File: config.mk
export PLATFORM = sky130hd
export DESIGN_NAME = intc_level_top
export DESIGN_NICKNAME = d
export VERILOG_FILES = /design/src/rtl/intc_prio_pkg.sv /design/src/rtl/intc_level_regs.sv /design/src/rtl/intc_mask_ctrl.sv /design/src/rtl/intc_prio_tree.sv /design/src/rtl/intc_level_top.sv
export SDC_FILE = /design/constraint.sdc
export NUM_CORES = 1
export LEC_CHECK = 0
export ABC_AREA = 1
export CORE_UTILIZATION = 65
export DETAILED_ROUTE_END_ITERATION = 10
export DONT_BUFFER_PORTS = 1
export GPL_ROUTABILITY_DRIVEN = 0
export PLACE_DENSITY = 0.86
export SLEW_MARGIN = 30
export SYNTH_ARGS = -nofsm -noshare
export SYNTH_HDL_FRONTEND = slang
export SYNTH_SLANG_ARGS = --single-unit
File: constraint.sdc
create_clock -name clk -period 15.4 [get_ports clk]
set_clock_uncertainty 0.15 [all_clocks]
set_input_delay 3.08 -clock clk [delete_from_list [all_inputs] [get_ports clk]]
set_output_delay 3.08 -clock clk [all_outputs]
set_load 0.02 [all_outputs]
File: src/rtl/intc_prio_pkg.sv
package intc_prio_pkg;

    localparam int NUM_SRC = 64;
    localparam int SRC_W   = $clog2(NUM_SRC);
    localparam int LVL_W   = 3;
    localparam int MASK_W  = 4;
    localparam int REG_W   = 8;
    localparam int ADDR_W  = SRC_W + 1;

    // offsets past the level-register window
    localparam int OFS_CUR     = 0;
    localparam int OFS_SAV     = 1;
    localparam int OFS_CFG     = 2;
    localparam int OFS_RESTORE = 3;

    localparam logic [MASK_W-1:0] SAV_RESET = '1;

    typedef struct packed {
        logic             valid;
        logic [LVL_W-1:0] lvl;
        logic [SRC_W-1:0] src;
    } cand_t;

    // hi covers higher source numbers: it wins ties
    function automatic cand_t pick(input cand_t lo, input cand_t hi);
        if (hi.valid && (!lo.valid || hi.lvl >= lo.lvl))
            return hi;
        return lo;
    endfunction

endpackage

File: src/rtl/intc_level_regs.sv
module intc_level_regs
    import intc_prio_pkg::*;
#(
    parameter int N_SRC = NUM_SRC,
    parameter int IDX_W = SRC_W,
    parameter int LV_W  = LVL_W
) (
    input  logic                       clk,
    input  logic                       rst,
    input  logic                       wr_en,
    input  logic [IDX_W-1:0]           wr_idx,
    input  logic [LV_W-1:0]            wr_lvl,
    output logic [N_SRC-1:0][LV_W-1:0] lvl_o
);

    for (genvar g = 0; g < N_SRC; g++) begin : g_src
        always_ff @(posedge clk) begin
            if (rst)
                lvl_o[g] <= '0;
            else if (wr_en && (wr_idx == IDX_W'(g)))
                lvl_o[g] <= wr_lvl;
        end
    end

    AST_LVL_WRITE_LANDS: assert property (@(posedge clk) disable iff (rst)
        wr_en |=> lvl_o[$past(wr_idx)] == $past(wr_lvl));

endmodule

File: src/rtl/intc_mask_ctrl.sv
module intc_mask_ctrl
    import intc_prio_pkg::*;
#(
    parameter int MW   = MASK_W,
    parameter int LV_W = LVL_W
) (
    input  logic            clk,
    input  logic            rst,
    input  logic            sw_cur_we,
    input  logic            sw_sav_we,
    input  logic            sw_cfg_we,
    input  logic            sw_restore,
    input  logic [MW-1:0]   sw_data,
    input  logic            ack_fire,
    input  logic [LV_W-1:0] ack_lvl,
    output logic [MW-1:0]   cur_mask,
    output logic [MW-1:0]   sav_mask,
    output logic            mask_en
);

    logic auto_raise;
    assign auto_raise = ack_fire && mask_en;

    always_ff @(posedge clk) begin
        if (rst) begin
            cur_mask <= '0;
            sav_mask <= SAV_RESET;
            mask_en  <= 1'b0;
        end else begin
            if (auto_raise) begin
                sav_mask <= cur_mask;
                cur_mask <= MW'(ack_lvl);
            end else begin
                if (sw_cur_we)
                    cur_mask <= sw_data;
                else if (sw_restore)
                    cur_mask <= sav_mask;
                if (sw_sav_we)
                    sav_mask <= sw_data;
            end
            if (sw_cfg_we)
                mask_en <= sw_data[0];
        end
    end

    AST_ACK_SAVES_MASK: assert property (@(posedge clk) disable iff (rst)
        (ack_fire && mask_en) |=> sav_mask == $past(cur_mask));
    AST_ACK_SETS_LEVEL: assert property (@(posedge clk) disable iff (rst)
        (ack_fire && mask_en) |=> cur_mask == MW'($past(ack_lvl)));
    AST_ACK_OFF_HOLDS: assert property (@(posedge clk) disable iff (rst)
        (ack_fire && !mask_en && !sw_cur_we && !sw_restore) |=> $stable(cur_mask));
    AST_RESTORE_COPIES: assert property (@(posedge clk) disable iff (rst)
        (sw_restore && !sw_cur_we && !(ack_fire && mask_en)) |=> cur_mask == $past(sav_mask));
    AST_ACK_BEATS_WRITE: assert property (@(posedge clk) disable iff (rst)
        (ack_fire && mask_en && sw_cur_we) |=> cur_mask == MW'($past(ack_lvl)));

endmodule

File: src/rtl/intc_prio_tree.sv
module intc_prio_tree
    import intc_prio_pkg::*;
#(
    parameter int N_SRC = NUM_SRC,
    parameter int IDX_W = SRC_W,
    parameter int LV_W  = LVL_W,
    parameter int MW    = MASK_W
) (
    input  logic                       clk,
    input  logic                       rst,
    input  logic [N_SRC-1:0]           irq,
    input  logic [N_SRC-1:0][LV_W-1:0] lvl_i,
    input  logic [MW-1:0]              cur_mask,
    output cand_t                      win_o
);

    localparam int STAGES = IDX_W;

    logic [N_SRC-1:0] elig;

    for (genvar g = 0; g < N_SRC; g++) begin : g_elig
        assign elig[g] = irq[g] && (lvl_i[g] != '0) && (MW'(lvl_i[g]) > cur_mask);
    end

    for (genvar s = 0; s <= STAGES; s++) begin : g_st
        localparam int W = N_SRC >> s;
        cand_t nd [W];
        if (s == 0) begin : g_leaf
            for (genvar j = 0; j < W; j++) begin : g_j
                assign nd[j] = {elig[j], lvl_i[j], IDX_W'(j)};
            end
        end else begin : g_node
            for (genvar j = 0; j < W; j++) begin : g_j
                assign nd[j] = pick(g_st[s-1].nd[2*j], g_st[s-1].nd[2*j+1]);
            end
        end
    end

    assign win_o = g_st[STAGES].nd[0];

    // independent linear scan: is any eligible source strictly better?
    logic beaten;
    always_comb begin
        beaten = 1'b0;
        for (int i = 0; i < N_SRC; i++) begin
            if (elig[i] && win_o.valid &&
                ((lvl_i[i] > win_o.lvl) ||
                 ((lvl_i[i] == win_o.lvl) && (IDX_W'(i) > win_o.src))))
                beaten = 1'b1;
        end
    end

    AST_WIN_ELIGIBLE: assert property (@(posedge clk) disable iff (rst)
        win_o.valid |-> (irq[win_o.src] && (MW'(win_o.lvl) > cur_mask)));
    AST_IDLE_NOTHING_ELIG: assert property (@(posedge clk) disable iff (rst)
        !win_o.valid |-> (elig == '0));
    AST_WIN_UNBEATEN: assert property (@(posedge clk) disable iff (rst)
        win_o.valid |-> !beaten);
    AST_WIN_LEVEL_MATCH: assert property (@(posedge clk) disable iff (rst)
        win_o.valid |-> (lvl_i[win_o.src] == win_o.lvl));

endmodule

File: src/rtl/intc_level_top.sv
module intc_level_top
    import intc_prio_pkg::*;
#(
    parameter int N_SRC = NUM_SRC,
    parameter int IDX_W = SRC_W,
    parameter int LV_W  = LVL_W,
    parameter int MW    = MASK_W,
    parameter int DW    = REG_W,
    parameter int AW    = ADDR_W
) (
    input  logic             clk,
    input  logic             rst,
    input  logic [N_SRC-1:0] irq,
    input  logic             wr_en,
    input  logic [AW-1:0]    wr_addr,
    input  logic [DW-1:0]    wr_data,
    input  logic [AW-1:0]    rd_addr,
    output logic [DW-1:0]    rd_data,
    output logic             int_valid,
    output logic [LV_W-1:0]  int_level,
    output logic [IDX_W-1:0] int_src,
    input  logic             ack,
    output logic [IDX_W-1:0] ack_src,
    output logic             ack_none
);

    localparam logic [AW-1:0] A_CUR     = AW'(N_SRC + OFS_CUR);
    localparam logic [AW-1:0] A_SAV     = AW'(N_SRC + OFS_SAV);
    localparam logic [AW-1:0] A_CFG     = AW'(N_SRC + OFS_CFG);
    localparam logic [AW-1:0] A_RESTORE = AW'(N_SRC + OFS_RESTORE);

    logic                       wr_lvl_sel;
    logic [N_SRC-1:0][LV_W-1:0] lvl;
    logic [MW-1:0]              cur_mask;
    logic [MW-1:0]              sav_mask;
    logic                       mask_en;
    cand_t                      win;
    logic                       ack_fire;

    assign wr_lvl_sel = wr_en && (wr_addr < AW'(N_SRC));
    assign ack_fire   = ack && win.valid;

    intc_level_regs #(.N_SRC(N_SRC), .IDX_W(IDX_W), .LV_W(LV_W)) i_regs (
        .clk    (clk),
        .rst    (rst),
        .wr_en  (wr_lvl_sel),
        .wr_idx (wr_addr[IDX_W-1:0]),
        .wr_lvl (wr_data[LV_W-1:0]),
        .lvl_o  (lvl)
    );

    intc_mask_ctrl #(.MW(MW), .LV_W(LV_W)) i_mask (
        .clk        (clk),
        .rst        (rst),
        .sw_cur_we  (wr_en && (wr_addr == A_CUR)),
        .sw_sav_we  (wr_en && (wr_addr == A_SAV)),
        .sw_cfg_we  (wr_en && (wr_addr == A_CFG)),
        .sw_restore (wr_en && (wr_addr == A_RESTORE)),
        .sw_data    (wr_data[MW-1:0]),
        .ack_fire   (ack_fire),
        .ack_lvl    (win.lvl),
        .cur_mask   (cur_mask),
        .sav_mask   (sav_mask),
        .mask_en    (mask_en)
    );

    intc_prio_tree #(.N_SRC(N_SRC), .IDX_W(IDX_W), .LV_W(LV_W), .MW(MW)) i_tree (
        .clk      (clk),
        .rst      (rst),
        .irq      (irq),
        .lvl_i    (lvl),
        .cur_mask (cur_mask),
        .win_o    (win)
    );

    assign int_valid = win.valid;
    assign int_level = win.valid ? win.lvl : '0;
    assign int_src   = win.valid ? win.src : '0;
    assign ack_src   = ack_fire ? win.src : '0;
    assign ack_none  = ack && !win.valid;

    always_comb begin
        rd_data = '0;
        if (rd_addr < AW'(N_SRC))
            rd_data = DW'(lvl[rd_addr[IDX_W-1:0]]);
        else if (rd_addr == A_CUR)
            rd_data = DW'(cur_mask);
        else if (rd_addr == A_SAV)
            rd_data = DW'(sav_mask);
        else if (rd_addr == A_CFG)
            rd_data = DW'(mask_en);
    end

    AST_IDLE_ACK_KEEPS: assert property (@(posedge clk) disable iff (rst)
        (ack && !int_valid && !wr_en) |=> ($stable(cur_mask) && $stable(sav_mask)));
    AST_ACK_NAMES_WINNER: assert property (@(posedge clk) disable iff (rst)
        (ack && int_valid) |-> (ack_src == int_src && !ack_none));

endmodule

### After elaboration in Yosys (flattened, before gate mapping)

Index checks and enable logic that the tools add are counted.
Widths: inputs -> output; s select.

| storage, ports and cells | value |
|---|---|
| register bits after elaboration | 201 |
| bits of input ports | 90 |
| output and inout port bits | 25 |
| logic and storage cells | 930 |

| cells by class | value |
|---|---|
| $lt $le $gt $ge | 130 |
| equality and inequality tests | 70 |
| muxes and demuxes | 203 |
| reduce and logical (&&, ||, !) cells | 459 |

Operators with widths:

| kind | number |
|---|---|
| $mux 10 | 126 |
| $logic_and 1x1->1 | 263 |
| $gt 3x4->1 | 64 |
| $reduce_bool 3->1 | 65 |
| $eq 6x6->1 const B | 32 |
| $ge 3x3->1 | 63 |
| $eq 6x5->1 const B | 16 |
| $logic_not 1->1 | 64 |
| $mux 1 | 64 |
| $logic_or 1x1->1 | 63 |
| $eq 7x7->1 const B | 7 |
| $eq 6x4->1 const B | 8 |
| $mux 4 | 7 |
| $eq 6x3->1 const B | 4 |
| $bmux 3 s6 | 1 |
| $lt 7x7->1 const B | 2 |
| $eq 6x2->1 const B | 2 |
| $mux 6 | 2 |
| $mux 3 | 3 |
| $lt 6x7->1 const B | 1 |
| $eq 6x1->1 const B | 1 |
| $logic_not 6->1 | 1 |
| $reduce_bool 2->1 | 2 |
| $reduce_or 2->1 | 1 |

### Longest topological paths before layout

| depth | value |
|---|---|
| depth in word-level cells | 36 |
| gate-level depth with buffers | 66 |
| depth with buffers taken out | 65 |

### Hierarchy

A second synthesis with hierarchy kept.

| second synthesis, totals | value |
|---|---|
| cell total of the unflattened synthesis | 4585 |
| area, all modules | 25956.1 um2 |

By module, submodules not included:

| module | times used | cells each | area an instance (um2) | sequential area each (um2) |
|---|---|---|---|---|
| intc_prio_tree | 1 | 2740 | 15039.4 | 0.0 |
| intc_level_regs | 1 | 1169 | 7895.1 | 3843.7 |
| intc_level_top | 1 | 600 | 2491.1 | 0.0 |
| intc_mask_ctrl | 1 | 76 | 530.5 | 180.2 |

### Least setup slack after synthesis

Ideal clock, no wire load.

| timing | value |
|---|---|
| path kind | input to output |
| from | input port irq[42] |
| to | output port ack_src[0] |
| data arrival time | 9.735 ns |
| required time | 12.170 ns |
| slack | 2.435 ns |
| cell stages on the path | 60 |
| path buffers | 1 |
| cell sequence | inv_1 > nor2_1 > nand2_1 > nor2_1 > nand3_1 > nand2_1 > nand2_1 > o21ai_0 > inv_1 > ha_1 > o21ai_0 > nand2_1 > a21oi_1 > nand2_1 > nand2_1 > nand3_1 > nand2_1 > inv_1 > (+24 left out) > nor2_2 > nor2_4 > inv_2 > nand3_1 > and2_1 > ha_1 > a21oi_1 > o21ai_0 > a31oi_1 > nand2_2 > nand2_2 > buf_6 > nor2_4 > nand3_1 > nand2_1 > inv_1 > nand2_1 > nor2_1 |

| between the ends | value |
|---|---|
| longest elaborated chain between the ends | 34 |
| elaborated cells between the ends (all ways) | 39 |
| classes of those cells | order compare (5); mux (16); reduce/logical (18) |

RTL lines:

| element | line | RTL |
|---|---|---|
| start, declared | intc_level_top.sv:13 | `input logic [N_SRC-1:0] irq,` |
| $logic_and 1x1->1 * (2 in series) | intc_prio_tree.sv:22 | `assign elig[g] = irq[g] && (lvl_i[g] != '0) && (MW'(lvl_i[g]) > cur_mask);` |
| $logic_not 1->1 | intc_prio_pkg.sv:26 | `if (hi.valid && (!lo.valid \|\| hi.lvl >= lo.lvl))` |
| $logic_or 1x1->1 | intc_prio_pkg.sv:26 |  |
| $logic_and 1x1->1 | intc_prio_pkg.sv:26 |  |
| $mux 1 | intc_prio_pkg.sv:26 |  |
| $mux 10 * | intc_prio_pkg.sv:28 | `return lo;` |
| $ge 3x3->1 | intc_prio_pkg.sv:26 |  |
| $logic_or 1x1->1 | intc_prio_pkg.sv:26 |  |
| (+17 left out) | -- |  |
| $mux 10 * | intc_prio_pkg.sv:28 |  |
| $ge 3x3->1 | intc_prio_pkg.sv:26 |  |
| $logic_or 1x1->1 | intc_prio_pkg.sv:26 |  |
| $logic_and 1x1->1 | intc_prio_pkg.sv:26 |  |
| $mux 1 | intc_prio_pkg.sv:26 |  |
| $mux 10 * | intc_prio_pkg.sv:28 |  |
| $logic_and 1x1->1 | intc_level_top.sv:41 | `assign ack_fire = ack && win.valid;` |
| $mux 6 * | intc_level_top.sv:79 | `assign ack_src = ack_fire ? win.src : '0;` |
| end, declared | intc_level_top.sv:23 | `output logic [IDX_W-1:0] ack_src,` |

Mark *: on every way between the ends. The rest lies on a longest branch, timed or not. The select of a mux whose other input is x is not followed.

### Worst setup path after layout

| timing | value |
|---|---|
| from | input port irq[5] |
| to | output port int_level[0] |

| between the ends | value |
|---|---|
| longest elaborated chain between the ends | 31 |
| elaborated cells between the ends (all ways) | 37 |
| classes of those cells | order compare (5); mux (15); reduce/logical (17) |

RTL lines:

| element | line | RTL |
|---|---|---|
| $logic_and 1x1->1 * (2 in series) | intc_prio_tree.sv:22 |  |
| $logic_and 1x1->1 | intc_prio_pkg.sv:26 |  |
| $mux 1 | intc_prio_pkg.sv:26 |  |
| $mux 10 * | intc_prio_pkg.sv:28 |  |
| $ge 3x3->1 / $logic_not 1->1 (equally long branches) | intc_prio_pkg.sv:26 |  |
| $logic_or 1x1->1 | intc_prio_pkg.sv:26 |  |
| $logic_and 1x1->1 | intc_prio_pkg.sv:26 |  |
| $mux 1 | intc_prio_pkg.sv:26 |  |
| (+14 left out) | -- |  |
| $mux 1 | intc_prio_pkg.sv:26 |  |
| $mux 10 * | intc_prio_pkg.sv:28 |  |
| $ge 3x3->1 / $logic_not 1->1 (equally long branches) | intc_prio_pkg.sv:26 |  |
| $logic_or 1x1->1 | intc_prio_pkg.sv:26 |  |
| $logic_and 1x1->1 | intc_prio_pkg.sv:26 |  |
| $mux 1 | intc_prio_pkg.sv:26 |  |
| $mux 10 * | intc_prio_pkg.sv:28 |  |
| $mux 3 * | intc_level_top.sv:77 | `assign int_level = win.valid ? win.lvl : '0;` |
| end, declared | intc_level_top.sv:20 | `output logic [LV_W-1:0] int_level,` |

Marks and branches as above.

==> qor.txt <==
CTS tree -> yes
WP buf/inv -> 6
routed wire length -> 74500 um
# H-tree levels -> 1
WS Path Type -> input pin to primary output
worst skew pair latency -> 0.56 ns
CP dominant cell by count -> nand2_1
post-route antenna net violation count -> 0
largest net degree at the start of global routing -> 129
layout cells sized above 1 -> 0.0368
global-route wire length before repair -> 116000 um
Slew @ Worst Pin -> 1.07 ns
WL/cell -> 17.7 um
Synth Instances -> 3784
fin util -> 0.691
Tot GR Track Use -> 0.398
Vias -> 25391
CP Data Required Time -> 12.17 ns
Remaining DRCs -> 0
Rows -> 69
die area -> 36800 um2
r2r worst-path depth -> 59
Worst-path clk slew -> 0.06 ns
final clock period utilization by the worst path -> 0.946
max_slew headroom -> 0.284
Syn. warnings -> 0
RSZ-0062 raised after global routing -> no
Final Setup Violations -> 0
Synth Flop Type -> dfxtp_1
Longest Clk Path Bufs -> 3
Max Cap Viol -> 0
Worst Hold Class -> register to register
Via density -> 6.02
Worst Hold Slack -> 0.363 ns
PortBufs -> 0
commonest non-fill, non-tap cell in the layout -> nand2_1
Hold Path Sink -> i_mask.sav_mask[3]
Final Hold Viols -> 0
#FFs+latches synth -> 201
Worst R2R Setup Slack -> 5.51 ns
fmax -> 0.0686 GHz
post-synthesis sequential area ratio -> 0.172
setup bufs post-CTS -> 0
max-slew violations -> 0
core footprint -> 35500 um2
initial drt markers -> 2852
Die Span Y -> 192 um
Critical Path Slowest Stage Cell -> a21oi_1
1st-pass router iterations -> 8
CTS buffer count -> 25
peak supply drop -> 0.0772 mV
Crit path max-delay family -> simple AND/OR/NAND/NOR gates
outcome -> complete, no violations
Mapped Avg Cell Area -> 6.18 um2
# diodes -> 0
Resize count post-CTS -> 0
initial antenna violation count -> 0
Mapped Area -> 23400 um2
CP arrival -> 11.34 ns
most frequent cells in the layout -> 852 x nand2_1, 584 x inv_1, 381 x ha_1
synthesis-to-layout area growth -> 4.82%
crit path launch type -> input pin
Clock Sink Count -> 201
vias in the first global route -> 22645
dpl hpwl -> 53400 um
Hold Crit Start -> i_mask.sav_mask[3]
Final min period -> 14.57 ns
nets -> 4206
Worst Path Max Fanout -> 11
Ports -> 115
EDFF count, synth -> 0
crit-path max cell delay -> 0.66 ns
worst r2r src -> i_mask.cur_mask[2]
Setup TNS -> 0 ns
PD cells -> 51.3 nW/um2
Reg2Reg Capture Point -> i_mask.cur_mask[0]
grt ovf -> 0
die width -> 192 um
clock root buffer -> clkbuf_16
FFs w/ async S/R, synth -> 0
CP Capture Type -> primary output
starting density of the core -> 0.659
leakage power -> 0.0119 uW
hold depth -> 2
distinct cell type count after synthesis -> 47
hold_buf cts -> 0
[Yosys cell counts, types with 3 or more instances]
library cell / count / area, um2
nor3_1: 22 / 110
nand4_1: 7 / 43.8
and3_1: 33 / 206
a21o_1: 3 / 22.5
o21ai_1: 4 / 20.0
inv_2: 12 / 45.0
o211ai_1: 35 / 263
buf_6: 8 / 90.1
nor2_1: 279 / 1050
a31oi_1: 8 / 50.1
nand3b_1: 34 / 255
or2_2: 6 / 37.5
nand2_1: 853 / 3200
nand2_2: 14 / 87.6
o21bai_1: 17 / 128
buf_4: 4 / 30.0
nor2_2: 12 / 75.1
dfxtp_1: 201 / 4020
clkbuf_1: 69 / 259
nor2_8: 3 / 60.1
inv_1: 589 / 2210
nor2_4: 6 / 67.6
and2_1: 33 / 206
ha_1: 381 / 4770
o2111ai_1: 7 / 61.3
buf_1: 9 / 33.8
o22ai_1: 4 / 25.0
o221ai_1: 44 / 385
nand3_2: 9 / 90.1
o21ai_0: 361 / 1810
a21oi_1: 334 / 1670
nand3_1: 364 / 1820
[per-stage QoR]
step                area (um2)  total power [uW]  std cells  setup slack (ns)
CTS                      24500              1250       4215              1.08
detailed placement       23700               652       4169              1.10
global route             24500              1290       4215             0.205
finish                   24500              1260       4215             0.825
floorplan                23400               620       3787              2.43
global placement         23700               650       4169              1.18
[sequential cells by signal (all words and copies together) (netlist names)]
register and cells:
i_mask.cur_mask 4, i_mask.mask_en 1, i_mask.sav_mask 4, i_regs.lvl_o 192
[layout make-up]
type,instances,area (um2)
multi-input cells,2891,16700
fillers,3151,11000
flip-flops and latches,201,4030
inverters,603,2270
clock buffers,36,717
well taps,461,577
repair buffers,13,114
clock inverters,10,110
[worst min-delay path: stages, from the launching register on]
cell and delay (ns):
dfxtp_1 0.32, nand2_1 0.07, nand3_1 0.06
[power breakdown]
group / switching, uW / internal (uW)
clock: 255 / 357
sequential: 3.00 / 522
combinational: 89.3 / 32.8
total: 347 / 912
[routing by layer]
metal / track usage / up-vias / share of wire
met3: 0.0857 / 283 / 0.13
met1: 0.526 / 11262 / 0.40
met4: 0.212 / 0 / 0.060
met5: 0 / - / 0
met2: 0.602 / 1316 / 0.41
li1: - / 12530 / -
[logic make-up after synthesis]
group,synth area share
compound gates,0.193
flops,0.172
fa+ha+maj,0.204
buf+inv,0.115
simple gates,0.316
other cells,0.000160
[how the worst max path moves through the flow]
stage,start,depth (start not counted),slack [ns],to
final,irq[5],50,0.83,int_level[0]
after global routing,irq[57],57,0.21,ack_src[0]
after CTS,irq[5],51,1.08,int_level[0]
after detailed placement,irq[5],51,1.10,int_level[0]
after global placement,irq[57],57,1.18,ack_src[0]
after floorplan,irq[42],60,2.43,ack_src[0]
No activity file was read; power rests on OpenSTA's default activity.
